## config.mk

```make
export PLATFORM = sky130hd
export DESIGN_NAME = intr_gate
export DESIGN_NICKNAME = d
export VERILOG_FILES = /design/src/rtl/intr_gate.sv
export SDC_FILE = /design/constraint.sdc
export NUM_CORES = 1
export LEC_CHECK = 0
export BUFFER_PORTS_ARGS = -buffer_cell sky130_fd_sc_hd__buf_2
export CORE_MARGIN = 2
export CORE_UTILIZATION = 40
export DETAILED_ROUTE_END_ITERATION = 12
export HOLD_SLACK_MARGIN = 0.1
export PLACE_DENSITY = 0.61
export SETUP_SLACK_MARGIN = 0.05
export SLEW_MARGIN = 20
export SYNTH_ARGS = -nofsm -noshare
export SYNTH_HDL_FRONTEND = slang
export SYNTH_SLANG_ARGS = --single-unit
```

## constraint.sdc

```tcl
create_clock -name clk -period 3.1 [get_ports clk]
set_input_delay 0.31 -clock clk [delete_from_list [all_inputs] [get_ports clk]]
set_output_delay 0.31 -clock clk [all_outputs]
set_load 0.02 [all_outputs]
```

## src/rtl/intr_gate.sv

```systemverilog
module intr_gate #(
  parameter int W      = 16,
  parameter int DLY_W  = 8,
  parameter int BYTE_W = 8
) (
  input  logic             clk,
  input  logic             rst_n,
  input  logic             evt_valid,
  input  logic [W-1:0]     evt_bits,
  input  logic [DLY_W-1:0] evt_delay,
  input  logic             wr_en,
  input  logic             wr_byte,
  input  logic             wr_sel,
  input  logic [W-1:0]     wr_data,
  input  logic             rd_sel,
  output logic [W-1:0]     rd_data,
  output logic             irq_level,
  output logic             irq_pulse
);
  localparam logic [DLY_W-1:0] ONE = DLY_W'(1);

  logic [W-1:0]     cause_q, mask_q, cause_d;
  logic [DLY_W-1:0] cnt_q, dly_eff, left, dly_new;
  logic             pend_q, pulse_q;

  wire byte_st   = wr_en & wr_byte & ~wr_sel;
  wire mask_wr   = wr_en & ~wr_byte & wr_sel;
  wire mask_note = mask_wr && (wr_data != mask_q) && (|((mask_q | wr_data) & cause_q));
  wire fire      = pend_q && (cnt_q == ONE);

  assign dly_eff = (evt_delay == '0) ? ONE : evt_delay;
  assign left    = cnt_q - ONE;
  assign dly_new = (pend_q && (left < dly_eff)) ? left : dly_eff;
  assign cause_d = (byte_st ? {{(W-BYTE_W){1'b0}}, wr_data[BYTE_W-1:0]} : cause_q)
                 | (evt_valid ? evt_bits : '0);

  always_ff @(posedge clk or negedge rst_n) begin
    if (!rst_n) begin
      cause_q <= '0;
      mask_q  <= '0;
      pend_q  <= 1'b0;
      cnt_q   <= '0;
      pulse_q <= 1'b0;
    end else begin
      cause_q <= cause_d;
      if (mask_wr) mask_q <= wr_data;
      pulse_q <= fire | mask_note;
      if (fire) begin
        pend_q <= 1'b0;
      end else if (evt_valid) begin
        pend_q <= 1'b1;
        cnt_q  <= dly_new;
      end else if (pend_q) begin
        cnt_q  <= left;
      end
    end
  end

  assign irq_level = |(cause_q & mask_q);
  assign irq_pulse = pulse_q;
  assign rd_data   = rd_sel ? mask_q : cause_q;
endmodule

```

* After elaboration in Yosys (flattened, before gate mapping)
Index checks and enable logic that the tools add are counted.
** Storage, ports and cells
- Register bits :: 42
- Bits in latches :: 0
- Bits in writable memories :: 0
- ROM bits :: 0
- Output and inout bits :: 18
- Word-level logic and storage cells :: 40
- Memories :: 0
** Cells by class
- Add/subtract/negate cells :: 1
- Multiply operators :: 0
- Div/mod/pow operators :: 0
- $lt $le $gt $ge :: 1
- Eq/ne operators :: 2
- Shifts and indexed selects :: 0
- Mux-type cells :: 9
- Bitwise operators :: 12
- Reductions and logical operators :: 10
** Operators with widths (count)
- 16-bit 2-to-1 mux :: 3
- 16-bit bitwise AND :: 2
- 8-bit 2-to-1 mux :: 4
- 16-bit OR :: 2
- 16-bit OR reduction :: 2
- 16-bit != test :: 1
- 8-bit by 1-bit equality test with 1-bit output (second input constant) :: 1
- 8-bit logical NOT :: 1
- 8-bit < comparator :: 1
- 8-bit by 1-bit subtractor with 8-bit output (second input constant) :: 1
- 1-bit bitwise AND :: 4
- 1-bit logical AND :: 4
- 2-bit nonzero test :: 2
- 1-bit inverter :: 3
- 1-bit 2-to-1 mux :: 2
- 2-bit AND reduction :: 1
- 1-bit OR :: 1

* Depth between registers and ports, before layout
Gate-level depths: netlist of the first run.
- Depth in word-level cells :: 6
- Gate-level depth with buffers :: 11
- Mapped depth without buffers :: 10

* Least setup slack after synthesis of the first run
No wires, ideal clock.
- Path type :: reg-to-reg
- Start :: register cnt_q[0]
- End :: register cnt_q[7]
- Arrival :: 2519 ps
- Data required time :: 2978 ps
- Setup slack :: 459 ps
- Cell stages (with the launch flop) :: 10
- Clock period less this slack :: 2641 ps
- Cells stage by stage :: dfrtp_1 > or4_1 > nor2_1 > xor2_1 > ha_1 > a211oi_1 > o21ai_1 > nand2_1 > nand3b_1 > a32o_1
** Between the ends
- Word-level cells in the longest chain between the ends :: 5
- Elaborated cells between the ends (all ways) :: 10
- Those cells by class :: add/sub (1); order compare (1); eq/ne (1); mux (3); bitwise (1); reduce/logical (3)
** RTL lines
- start, declared :: RTL line 23 : logic [DLY_W-1:0] cnt_q, dly_eff, left, dly_new;
- start signal, assigned :: RTL line 52 : cnt_q <= dly_new;
- start signal, assigned :: RTL line 54 : cnt_q <= left;
- 8-bit by 1-bit subtractor with 8-bit output :: RTL line 32 : assign left = cnt_q - ONE;
- 8-bit < comparator :: RTL line 33 : assign dly_new = (pend_q && (left < dly_eff)) ? left : dly_eff;
- 1-bit logical AND :: RTL line 33
- 8-bit 2-to-1 mux :: RTL line 33
- 8-bit 2-to-1 mux :: RTL line 50 : end else if (evt_valid) begin
Parallel ways exist; a longest one is shown, timed or not. The select of a mux whose other input is x is not followed.
A chain may end at the register's enable or synchronous reset.

* Worst setup path after layout of the first run
- Start :: register cnt_q[1]
- End :: register cnt_q[2]
The elaborated chain is that of the path after synthesis.

==> load_flow_metrics.sql, run 1 <==
INSERT INTO impl_metrics (metric_group, metric, value, unit) VALUES
('outcome', 'status', 'finished clean', ''),
('sta', 'report.final.setup_viol', '0', ''),
('logic_synthesis', 'synth_enable_flop_cells', '0', ''),
('routing', 'routed_wire_length', '7230', 'um'),
('global_route', 'wire_length_of_the_first_global_routing_pass', '11900', 'um'),
('sta', 'drv_slew', '0', ''),
('floorplan', 'die_x', '88.7', 'um'),
('worst_hold_path', 'min_path_type', 'in -> async', ''),
('clock_network', 'postCtsResizedCells', '0', ''),
('sta', 'fmax', '0.356', 'GHz'),
('routing', 'drt-pass1-iter-count', '4', ''),
('power_and_ir_drop', 'power.density', '642', 'nW/um^2'),
('routing', 'route.top_layer_used', 'met4', ''),
('global_route', 'antenna_violations_before_repair', '0', ''),
('setup_path', 'cp-end-kind', 'register', ''),
('clock_network', 'cts_tree', 'built', ''),
('floorplan', 'floorplan.die.height', '88.7', 'um'),
('power_and_ir_drop', 'net_load_switching_power', '884', 'uW'),
('clock_network', 'cts.clk_slew.worst_paths', '0.08', 'ns'),
('logic_synthesis', 'synth_top_family_by_area', 'compound AO/OA/AOI/OAI gates', ''),
('logic_synthesis', 'postSynthNetCount', '419', ''),
('placed_design', 'numPortBuffers', '64', ''),
('logic_synthesis', 'synth_fa_ha_area_share', '10.9', '%'),
('logic_synthesis', 'synth.avg_cell_area', '8.28', 'um^2'),
('sta', 'timing.final.crit_period', '2.81', 'ns'),
('logic_synthesis', 'post_synth_instance_area', '2870', 'um^2'),
('sta', 'hold_viol', '0', ''),
('setup_path', 'critPathRequiredTime', '3.28', 'ns'),
('sta', 'final.setup_skew', '0.0126', 'ns'),
('power_and_ir_drop', 'power_frac_comb', '46.1', '%'),
('routing', 'drc', '0', ''),
('sta', 'finalSetupTns', '0', 'ns'),
('power_and_ir_drop', 'total_internal_power', '1.29', 'mW'),
('routing', 'met1_length', '3550', 'um'),
('logic_synthesis', 'area_share_of_xor_xnor_cells_in_the_synthesized_design', '1.52', '%'),
('setup_path', 'startpoint_type', 'register', ''),
('power_and_ir_drop', 'p_clk_share', '17.6', '%'),
('layout', 'synthToLayoutAreaGrowth', '17.7', '%'),
('clock_network', 'cts-htree-levels', '2', ''),
('placed_design', 'gpl.final_weighted_congestion', '0.809', ''),
('logic_synthesis', 'synth_compound_gate_area_share', '21.6', '%'),
('clock_network', 'clk_latency', '0.31', 'ns'),
('sta', 'final.period_utilization', '90.6', '%'),
('global_route', 'via_count_of_the_first_global_routing_pass', '2442', ''),
('global_route', 'grt_use_total', '19.8', '%'),
('clock_network', 'cts_setup_buffers', '0', ''),
('floorplan', 'placeableCoreArea', '6870', 'um^2'),
('routing', 'antenna_left', '0', ''),
('layout', 'final.fill_count', '660', ''),
('clock_network', 'clock_sink_count', '42', ''),
('power_and_ir_drop', 'proportion_of_total_power_due_to_net_switching', '40.8', '%'),
('logic_synthesis', 'synth_cells', '347', ''),
('run', 'max_cap_violations', '0', ''),
('sta', 'grt_setup_unrepaired', 'false', ''),
('logic_synthesis', 'postSynth.asyncResetShare', '100', '%'),
('power_and_ir_drop', 'total_leakage_power', '1.71', 'nW'),
('floorplan', 'ioPinCount', '65', ''),
('routing', 'detailroute.wirelength.met2', '3230', 'um'),
('logic_synthesis', 'ys_seq_area_share', '36.6', '%'),
('setup_path', 'worst_ep_arrival_time', '2.99', 'ns'),
('setup_path', 'worst-path-max-fanout', '7', ''),
('power_and_ir_drop', 'seq_power_share', '36.3', '%'),
('logic_synthesis', 'dominantRegCellSynth', 'sky130_fd_sc_hd__dfrtp_1', ''),
('routing', 'via_count', '2592', ''),
('clock_network', 'clk_root_buffer_cell', 'sky130_fd_sc_hd__clkbuf_8', ''),
('sta', 'max_slew.worst_pin.slew', '0.961', 'ns'),
('routing', 'post_drt_wl_per_cell', '14.3', 'um'),
('global_route', 'grt_start_max_net_pins', '43', ''),
('logic_synthesis', 'muxShareOfSynthArea', '1.57', '%'),
('layout', 'finalCoreUtilization', '49.2', '%'),
('layout', 'antenna-diode-count', '0', '');
## per-stage QoR
stage	hold slack, ns	power, mW	cell area (um^2)	cells	worst slack [ns]
after floorplan	0.0144	1.50	2870	347	0.459
after global placement	0.480	1.78	3290	497	0.340
after detailed placement	0.488	1.80	3290	497	0.318
after CTS	0.189	2.18	3380	505	0.298
after global routing	0.221	2.37	3380	505	0.0813
final	0.145	2.17	3380	505	0.291
## worst max-delay path: stages, from the launching register on
cell and delay (ns):
sky130_fd_sc_hd__dfrtp_1 0.42, sky130_fd_sc_hd__or4_1 0.60, sky130_fd_sc_hd__nor2_1 0.18, sky130_fd_sc_hd__xor2_1 0.17, sky130_fd_sc_hd__ha_1 0.27, sky130_fd_sc_hd__a211oi_1 0.23
sky130_fd_sc_hd__o21ai_1 0.11, sky130_fd_sc_hd__buf_4 0.17, sky130_fd_sc_hd__o21a_1 0.16, sky130_fd_sc_hd__a311oi_1 0.30, sky130_fd_sc_hd__a311oi_2 0.08
## layout make-up
type                            instances  area (um^2)  share of cell area, %
Clock inverter                          2         12.5                  0.370
Sequential cell                        42         1050                   31.1
Multi-Input combinational cell        232         1540                   45.6
Inverter                               59          224                   6.62
Timing Repair Buffer                   68          350                   10.4
Tap cell                               96          120                   3.55
Clock buffer                            6         82.6                   2.44
## layer usage
layer / vias to the layer above / GRT usage (%)
met1: 1197 / 29.8
met3: 7 / 4.01
li1: 1324 / -
met2: 64 / 29.3
met5: - / 0
met4: 0 / 4.41
## cell usage in the layout, fill, tap and decap left out, types with 3 or more instances in the layout
cell                         n
sky130_fd_sc_hd__o21ai_0    37
sky130_fd_sc_hd__o211ai_1   14
sky130_fd_sc_hd__nor2_1      5
sky130_fd_sc_hd__dfrtp_1    42
sky130_fd_sc_hd__clkbuf_8    6
sky130_fd_sc_hd__nand4_1     5
sky130_fd_sc_hd__nor4_1      7
sky130_fd_sc_hd__o2111ai_1   4
sky130_fd_sc_hd__buf_4       4
sky130_fd_sc_hd__a21oi_1     4
sky130_fd_sc_hd__xnor2_1     3
sky130_fd_sc_hd__o22ai_1     8
sky130_fd_sc_hd__a22o_1      3
sky130_fd_sc_hd__nor3_1      4
sky130_fd_sc_hd__inv_1      58
sky130_fd_sc_hd__buf_2      64
sky130_fd_sc_hd__ha_1       25
sky130_fd_sc_hd__nand2_1    64
sky130_fd_sc_hd__nor2b_1     3
sky130_fd_sc_hd__mux2_2      4
sky130_fd_sc_hd__nand3_1     6
sky130_fd_sc_hd__a221oi_1    6
## power groups by stage
| stage | clock network, mW | logic (mW) | registers (mW) |
|---|---|---|---|
| after global routing | 0.417 | 1.14 | 0.807 |
| after floorplan | 0 | 0.733 | 0.770 |
| after global placement | 0 | 0.985 | 0.792 |
| final | 0.382 | 1.00 | 0.787 |
| after CTS | 0.387 | 1.01 | 0.786 |
| after detailed placement | 0 | 1.01 | 0.793 |
## cells by family after synthesis
logic type | after synthesis
buffers and inverters | 73
AO/OA/AOI/OAI | 91
multiplexers | 4
XOR/XNOR | 5
flip-flops | 42
AND/OR/NAND/NOR | 107
adder cells (fa/ha/maj) | 25
## flip-flops by register name (all words and copies together) (netlist names)
name / flops
cause_q: 16
irq_pulse: 1
pend_q: 1
mask_q: 16
cnt_q: 8
## cells in the mapped netlist (2+ instances only)
cell                        count  share of area, %
sky130_fd_sc_hd__and2_1         2              0.44
sky130_fd_sc_hd__o21ai_0       37               6.4
sky130_fd_sc_hd__xnor2_1        3              0.91
sky130_fd_sc_hd__o211ai_1      14               3.7
sky130_fd_sc_hd__a21oi_1        4              0.70
sky130_fd_sc_hd__a221oi_1       6               1.8
sky130_fd_sc_hd__o22ai_1        8               1.7
sky130_fd_sc_hd__nor3_1         4              0.70
sky130_fd_sc_hd__ha_1          25                11
sky130_fd_sc_hd__nor2b_1        3              0.65
sky130_fd_sc_hd__o2111ai_1      4               1.2
sky130_fd_sc_hd__inv_1         58               7.6
sky130_fd_sc_hd__clkbuf_1      11               1.4
sky130_fd_sc_hd__nand2b_1       2              0.44
sky130_fd_sc_hd__o311ai_0       2              0.61
sky130_fd_sc_hd__nand3b_1       2              0.52
sky130_fd_sc_hd__nor4_1         7               1.5
sky130_fd_sc_hd__xor2_1         2              0.61
sky130_fd_sc_hd__nand4_1        5               1.1
sky130_fd_sc_hd__a22o_1         3              0.91
sky130_fd_sc_hd__mux2_2         4               1.6
sky130_fd_sc_hd__nor2_1         5              0.65
sky130_fd_sc_hd__nand3_1        6               1.0
sky130_fd_sc_hd__dfrtp_1       42                37
sky130_fd_sc_hd__nand2_1       64               8.4
## final timing paths
| path | start | endpoint | slack [ns] | cells after the start |
|---|---|---|---|---|
| max in group asynchronous | rst_n | cnt_q[6] | 2.35 | 1 |
| setup reg to reg | cnt_q[1] | cnt_q[2] | 0.29 | 10 |
| hold reg to reg | cause_q[4] | cause_q[4] | 0.50 | 2 |
| hold / removal | rst_n | cause_q[15] | 0.14 | 1 |
| setup / recovery | cnt_q[1] | cnt_q[2] | 0.29 | 10 |
| min in group clk | evt_bits[14] | cause_q[14] | 0.20 | 3 |
Power figures use the tool's default switching activity.
==> inputs of run 2 (changes only) <==
CORE_UTILIZATION = 55   (was 40)
PLACE_DENSITY = 0.8   (was 0.61)
==> run 2 against run 1 <==
  * Critical path depth fell by 1
  * Total power rose by 0.18%
  * First-iteration DRC count up 12%
  * Routed wire length shrank 1.8%
  * Worst setup slack got worse by 0.083 ns
  * Flip-flop and latch count unchanged
  * Die area decreased by 26%
  * Sequential power rose by 3%
  * Clock skew shrank 0.0094 ns
  * Worst hold slack gained 0.0077 ns
==> load_flow_metrics.sql, run 2 (synthesized netlist as in run 1, its figures left out) <==
INSERT INTO impl_metrics (metric_group, metric, value, unit) VALUES
('outcome', 'status', 'finished clean', ''),
('sta', 'final.period_utilization', '93.3', '%'),
('layout', 'layout-drive-gt1-share', '21.6', '%'),
('layout', 'final.fill_count', '436', ''),
('routing', 'drt-pass1-iter-count', '4', ''),
('routing', 'avgViaCountPerCell', '5.57', ''),
('clock_network', 'cts_buffers', '5', ''),
('global_route', 'grt_start_max_net_pins', '43', ''),
('sta', 'grt_setup_unrepaired', 'true', ''),
('global_route', 'wire_length_of_the_first_global_routing_pass', '12200', 'um'),
('layout', 'finalCoreUtilization', '65.8', '%'),
('floorplan', 'dieArea', '5820', 'um^2'),
('layout', 'nNetsFinal', '478', ''),
('power_and_ir_drop', 'total_leakage_power', '1.70', 'nW'),
('layout', 'reg_top3', 'cause_q: 16 flops, mask_q: 16 flops, cnt_q: 8 flops', ''),
('routing', 'antenna_left', '0', ''),
('setup_path', 'crit_path_cell_trace', 'or4_1, nor2_1, xor2_1, ha_1, a211oi_1, o21ai_2, nand2_1, nand3b_1, a32o_1', ''),
('layout', 'final_cell_count_no_fill', '477', ''),
('clock_network', 'clk_root_buffer_cell', 'sky130_fd_sc_hd__clkbuf_8', ''),
('layout', 'antenna-diode-count', '0', ''),
('global_route', 'grt.overflow.total', '0', ''),
('placed_design', 'place.detailed.instances', '469', ''),
('layout', 'multi_input_area', '1540', 'um^2'),
('placed_design', 'dp_worst_setup_slack', '0.236', 'ns'),
('clock_network', 'cts_buffer_depth', '2', ''),
('sta', 'report.final.setup_viol', '0', ''),
('sta', 'slew_headroom', '35.5', '%'),
('placed_design', 'gpl.final_weighted_congestion', '0.914', ''),
('sta', 'final.setup_skew', '0.00319', 'ns'),
('run', 'max_cap_violations', '0', ''),
('sta', 'finalSetupTns', '0', 'ns'),
('floorplan', 'floorplan.rows', '26', ''),
('sta', 'drv_slew', '0', ''),
('global_route', 'via_count_of_the_first_global_routing_pass', '2608', ''),
('routing', 'routed_wire_length', '7100', 'um'),
('routing', 'via_count', '2658', ''),
('worst_hold_path', 'min_path_type', 'in -> async', ''),
('power_and_ir_drop', 'totalPowerFinal', '2.17', 'mW'),
('sta', 'max_slew.worst_pin.slew', '0.967', 'ns'),
('layout', 'layout.cells.most_common_list', '64 x sky130_fd_sc_hd__nand2_1, 64 x sky130_fd_sc_hd__buf_2, 58 x sky130_fd_sc_hd__inv_1, 42 x sky130_fd_sc_hd__dfrtp_1, 37 x sky130_fd_sc_hd__o21ai_0', ''),
('routing', 'drc', '0', ''),
('global_route', 'antenna_violations_before_repair', '0', ''),
('floorplan', 'ioPinCount', '65', ''),
('clock_network', 'clock_sink_count', '42', ''),
('floorplan', 'starting_density_of_the_core', '56.6', '%'),
('clock_network', 'cts-htree-levels', '2', ''),
('setup_path', 'cp-end-kind', 'register', ''),
('layout', 'synthToLayoutAreaGrowth', '16.2', '%'),
('clock_network', 'cts_tree', 'built', ''),
('setup_path', 'critPathRequiredTime', '3.29', 'ns'),
('sta', 'fmax', '0.346', 'GHz'),
('clock_network', 'clk_latency', '0.30', 'ns'),
('layout', 'final_design_area_no_fill', '3340', 'um^2'),
('routing', 'drt_iter0_markers', '191', ''),
('setup_path', 'crit_path_max_incr_delay', '0.60', 'ns'),
('sta', 'final_critical_path_setup_slack', '0.208', 'ns'),
('layout', 'sequential_cell_area', '1050', 'um^2'),
('sta', 'hold_viol', '0', ''),
('floorplan', 'placeableCoreArea', '5070', 'um^2'),
('sta', 'timing.final.crit_period', '2.89', 'ns'),
('floorplan', 'die_x', '76.3', 'um'),
('placed_design', 'dp.final_hpwl', '5370', 'um'),
('placed_design', 'numPortBuffers', '64', ''),
('setup_path', 'worst-path-max-fanout', '9', ''),
('sta', 'post_route_worst_hold_slack', '0.152', 'ns'),
('clock_network', 'cts.clk_slew.worst_paths', '0.08', 'ns'),
('floorplan', 'floorplan.die.height', '76.3', 'um'),
('setup_path', 'startpoint_type', 'register', ''),
('global_route', 'grt_use_total', '26.0', '%'),
('setup_path', 'critPathSlowestCell', 'sky130_fd_sc_hd__or4_1', ''),
('routing', 'post_drt_wl_per_cell', '14.9', 'um'),
('power_and_ir_drop', 'vdd_ir_drop_max', '0.330', 'mV'),
('placed_design', 'place_area', '3240', 'um^2'),
('clock_network', 'post_cts_hold_buffer_count', '0', ''),
('power_and_ir_drop', 'power.density', '651', 'nW/um^2'),
('setup_path', 'worst_ep_arrival_time', '3.08', 'ns'),
('setup_path', 'category_of_the_critical_setup_timing_path', 'reg -> reg', '');
-- run 2: metal layers --
metal | vias to the layer above | GRT usage [%] | wire [um]
met2 | 88 | 42.5 | 3380
met3 | 5 | 4.74 | 359
met4 | 0 | 7.45 | 54
li1 | 1326 | - | -
met1 | 1239 | 35.4 | 3310
met5 | - | 0 | 0
-- run 2: worst paths after layout --
path                              from     endpoint  slack, ns  depth (start not counted)
min in group clk           evt_bits[8]   cause_q[8]       0.21                          3
min reg2reg                  mask_q[2]    mask_q[2]       0.51                          2
min                              rst_n  cause_q[11]       0.15                          1
max                           cnt_q[0]     cnt_q[7]       0.21                          9
max reg2reg                   cnt_q[0]     cnt_q[7]       0.21                          9
max in group asynchronous        rst_n    mask_q[6]       2.33                          1
-- run 2: layout make-up --
| cell class | count | area share [%] |
|---|---|---|
| clock buffer | 6 | 2.47 |
| multi-input combinational | 232 | 46.3 |
| inverter | 59 | 6.71 |
| timing repair buffer | 66 | 10.0 |
| clock inverter | 2 | 0.375 |
| tap | 70 | 2.62 |
| sequential | 42 | 31.5 |
-- run 2: where the power goes --
part	leakage [nW]	internal, mW	switching [mW]
Sequential	0.482	0.663	0.144
Combinational	1.17	0.433	0.558
Clock	0.0472	0.179	0.195
-- run 2: worst max-delay path, delay by kind of cell (launching register included) --
| family | cells | cell delay, ns |
|---|---|---|
| AOI/OAI and AO/OA | 3 | 0.70 |
| and+or+nand+nor | 4 | 1.18 |
| adders and majority gates | 1 | 0.27 |
| DFF | 1 | 0.46 |
| xor gates and xnor gates | 1 | 0.18 |
-- run 2: what timing repair did --
item / in CTS / in global routing
endpoints found under the setup margin: 0 / 4
setup buffers: 0 / 0
gates resized for setup: 0 / 1
==> inputs of run 3 (changes only) <==
MAX_ROUTING_LAYER = met4   (was unset)
==> run 3 against run 2 <==
  * Largest cell class unchanged
  * Design area decreased by 0.19%
  * Utilization is 0.12 points lower
  * Routed wire length rose by 3.1%
  * Sequential share of layout area increased by 0.059 points
  * Clock power decreased by 5%
  * Flip-flop and latch count stayed put
==> load_flow_metrics.sql, run 3 (synthesized netlist as in run 1, its figures left out) <==
INSERT INTO impl_metrics (metric_group, metric, value, unit) VALUES
('sta', 'finalSetupTns', '0', 'ns'),
('floorplan', 'die_x', '76.3', 'um'),
('worst_hold_path', 'min_path_type', 'in -> async', ''),
('global_route', 'grt_use_total', '27.0', '%'),
('power_and_ir_drop', 'total_internal_power', '1.25', 'mW'),
('clock_network', 'cts.clk_slew.worst_paths', '0.09', 'ns'),
('setup_path', 'cp-end-kind', 'register', ''),
('routing', 'routed_wire_length', '7320', 'um'),
('routing', 'post_drt_wl_per_cell', '15.3', 'um'),
('clock_network', 'cts_buffers', '5', ''),
('sta', 'hold_viol', '0', ''),
('routing', 'drt_iter0_markers', '163', ''),
('sta', 'fmax', '0.348', 'GHz'),
('floorplan', 'floorplan.rows', '26', ''),
('clock_network', 'clk_latency', '0.30', 'ns'),
('layout', 'synthToLayoutAreaGrowth', '15.9', '%'),
('power_and_ir_drop', 'p_clk_share', '16.5', '%'),
('floorplan', 'floorplan.die.height', '76.3', 'um'),
('clock_network', 'cts_buffer_depth', '2', ''),
('routing', 'drc', '0', ''),
('layout', 'finalCoreUtilization', '65.6', '%'),
('clock_network', 'clock_sink_count', '42', ''),
('clock_network', 'cts-htree-levels', '2', ''),
('routing', 'antenna_left', '0', ''),
('placed_design', 'dp.final_hpwl', '5380', 'um'),
('layout', 'antenna-diode-count', '0', ''),
('setup_path', 'worst_ep_arrival_time', '3.05', 'ns'),
('power_and_ir_drop', 'seq_power_share', '37.0', '%'),
('layout', 'reg_top3', 'cause_q: 16 flops, mask_q: 16 flops, cnt_q: 8 flops', ''),
('floorplan', 'placeableCoreArea', '5070', 'um^2'),
('clock_network', 'post_cts_hold_buffer_count', '0', ''),
('power_and_ir_drop', 'vdd_ir_drop_max', '0.363', 'mV'),
('sta', 'drv_slew', '0', ''),
('power_and_ir_drop', 'power.density', '648', 'nW/um^2'),
('layout', 'layout.cells.most_common_list', '64 x sky130_fd_sc_hd__buf_2, 63 x sky130_fd_sc_hd__nand2_1, 58 x sky130_fd_sc_hd__inv_1, 42 x sky130_fd_sc_hd__dfrtp_1, 37 x sky130_fd_sc_hd__o21ai_0', ''),
('sta', 'max_slew.worst_pin.slew', '0.933', 'ns'),
('layout', 'layout-drive-gt1-share', '21.6', '%'),
('placed_design', 'numPortBuffers', '64', ''),
('setup_path', 'critPathRequiredTime', '3.27', 'ns'),
('power_and_ir_drop', 'total_leakage_power', '1.70', 'nW'),
('clock_network', 'cts_tree', 'built', ''),
('floorplan', 'dieArea', '5820', 'um^2'),
('routing', 'via_count', '2717', ''),
('layout', 'nNetsFinal', '478', ''),
('setup_path', 'crit_path_max_incr_delay', '0.57', 'ns'),
('setup_path', 'critical-path-top-delay-family', 'compound AO/OA/AOI/OAI gates', ''),
('outcome', 'status', 'finished clean', ''),
('layout', 'final.fill_count', '452', ''),
('setup_path', 'startpoint_type', 'register', ''),
('power_and_ir_drop', 'power_frac_comb', '46.5', '%'),
('global_route', 'antenna_violations_before_repair', '0', ''),
('floorplan', 'ioPinCount', '65', ''),
('sta', 'timing.final.crit_period', '2.87', 'ns'),
('run', 'max_cap_violations', '0', ''),
('global_route', 'wire_length_of_the_first_global_routing_pass', '12300', 'um'),
('setup_path', 'path_buf_inv', '0', ''),
('routing', 'avgViaCountPerCell', '5.70', ''),
('setup_path', 'worst-path-max-fanout', '8', ''),
('setup_path', 'critPathSlowestCell', 'sky130_fd_sc_hd__or4_1', ''),
('global_route', 'grt_start_max_net_pins', '43', ''),
('clock_network', 'clk_root_buffer_cell', 'sky130_fd_sc_hd__clkbuf_8', ''),
('power_and_ir_drop', 'proportion_of_total_power_due_to_net_switching', '42.0', '%'),
('placed_design', 'gpl.final_weighted_congestion', '0.925', ''),
('global_route', 'via_count_of_the_first_global_routing_pass', '2671', ''),
('routing', 'drt-pass1-iter-count', '4', ''),
('sta', 'final.period_utilization', '92.7', '%'),
('sta', 'slew_headroom', '37.8', '%'),
('layout', 'layout.cells.most_common', 'sky130_fd_sc_hd__buf_2', ''),
('sta', 'grt_setup_unrepaired', 'false', ''),
('setup_path', 'crit_path_cell_trace', 'or4_1, nor2_1, xor2_1, ha_1, a211oi_1, o21ai_2, o21a_1, a311oi_1, a311oi_2', ''),
('floorplan', 'starting_density_of_the_core', '56.6', '%'),
('power_and_ir_drop', 'net_load_switching_power', '906', 'uW'),
('clock_network', 'cts_setup_buffers', '0', ''),
('sta', 'final.setup_skew', '0.00668', 'ns'),
('sta', 'report.final.setup_viol', '0', ''),
('setup_path', 'category_of_the_critical_setup_timing_path', 'reg -> reg', ''),
('global_route', 'grt.overflow.total', '0', '');
-- run 3: changes by cell type in the layout (fill, tap and decap cells not counted), sizes merged --
cell and delta:
clkinv +1, clkinvlp -1
-- run 3: area by class of cell --
type / count / area [um^2] / share of cell area (%)
Inverter: 59 / 224 / 6.72
Tap cell: 70 / 87.6 / 2.63
Sequential cell: 42 / 1050 / 31.6
Clock inverter: 2 / 13.8 / 0.413
Timing Repair Buffer: 66 / 335 / 10.1
Clock buffer: 6 / 72.6 / 2.18
Multi-Input combinational cell: 232 / 1550 / 46.4
-- run 3: per-stage QoR --
stage	power [mW]	worst slack [ns]	instance area [um^2]	hold WS [ns]	instances
after floorplan	1.50	0.459	2870	0.0144	347
after detailed placement	1.78	0.0706	3240	0.491	469
after global routing	2.32	0.0941	3330	0.228	477
after CTS	2.14	0.106	3330	0.185	477
final	2.16	0.228	3330	0.140	477
after global placement	1.73	0.175	3240	0.480	469
-- run 3: final timing paths --
path,start,end,slack (ns),depth (start not counted)
worst min-delay path,rst_n,cause_q[11],0.14,1
min in group clk,evt_bits[14],cause_q[14],0.21,3
max in group asynchronous,rst_n,cause_q[0],2.37,1
worst max-delay path,cnt_q[2],cnt_q[2],0.23,9
worst max register to register,cnt_q[2],cnt_q[2],0.23,9
worst min register to register,cause_q[4],cause_q[4],0.51,2
-- run 3: metal layers --
layer / global-route usage, % / vias up / share of wire [%]
met5: - / - / 0
met4: 7.64 / 0 / 1.4
met3: 3.44 / 13 / 4.0
met2: 43.3 / 73 / 47
met1: 36.2 / 1306 / 47
li1: - / 1325 / -
-- run 3: repair_timing --
action | CTS | global route
setup endpoints to repair | 1 | 3
resized for setup | 1 | 1
cloned | 0 | 0
-- run 3: power by group through the flow --
stage | Sequential, mW | Clock [mW] | Combinational, mW
2_1_floorplan | 0.770 | 0 | 0.733
3_3_place_gp | 0.798 | 0 | 0.931
3_5_place_dp | 0.803 | 0 | 0.977
4_1_cts | 0.794 | 0.357 | 0.991
5_1_grt | 0.816 | 0.383 | 1.13
6_report | 0.798 | 0.357 | 1.00
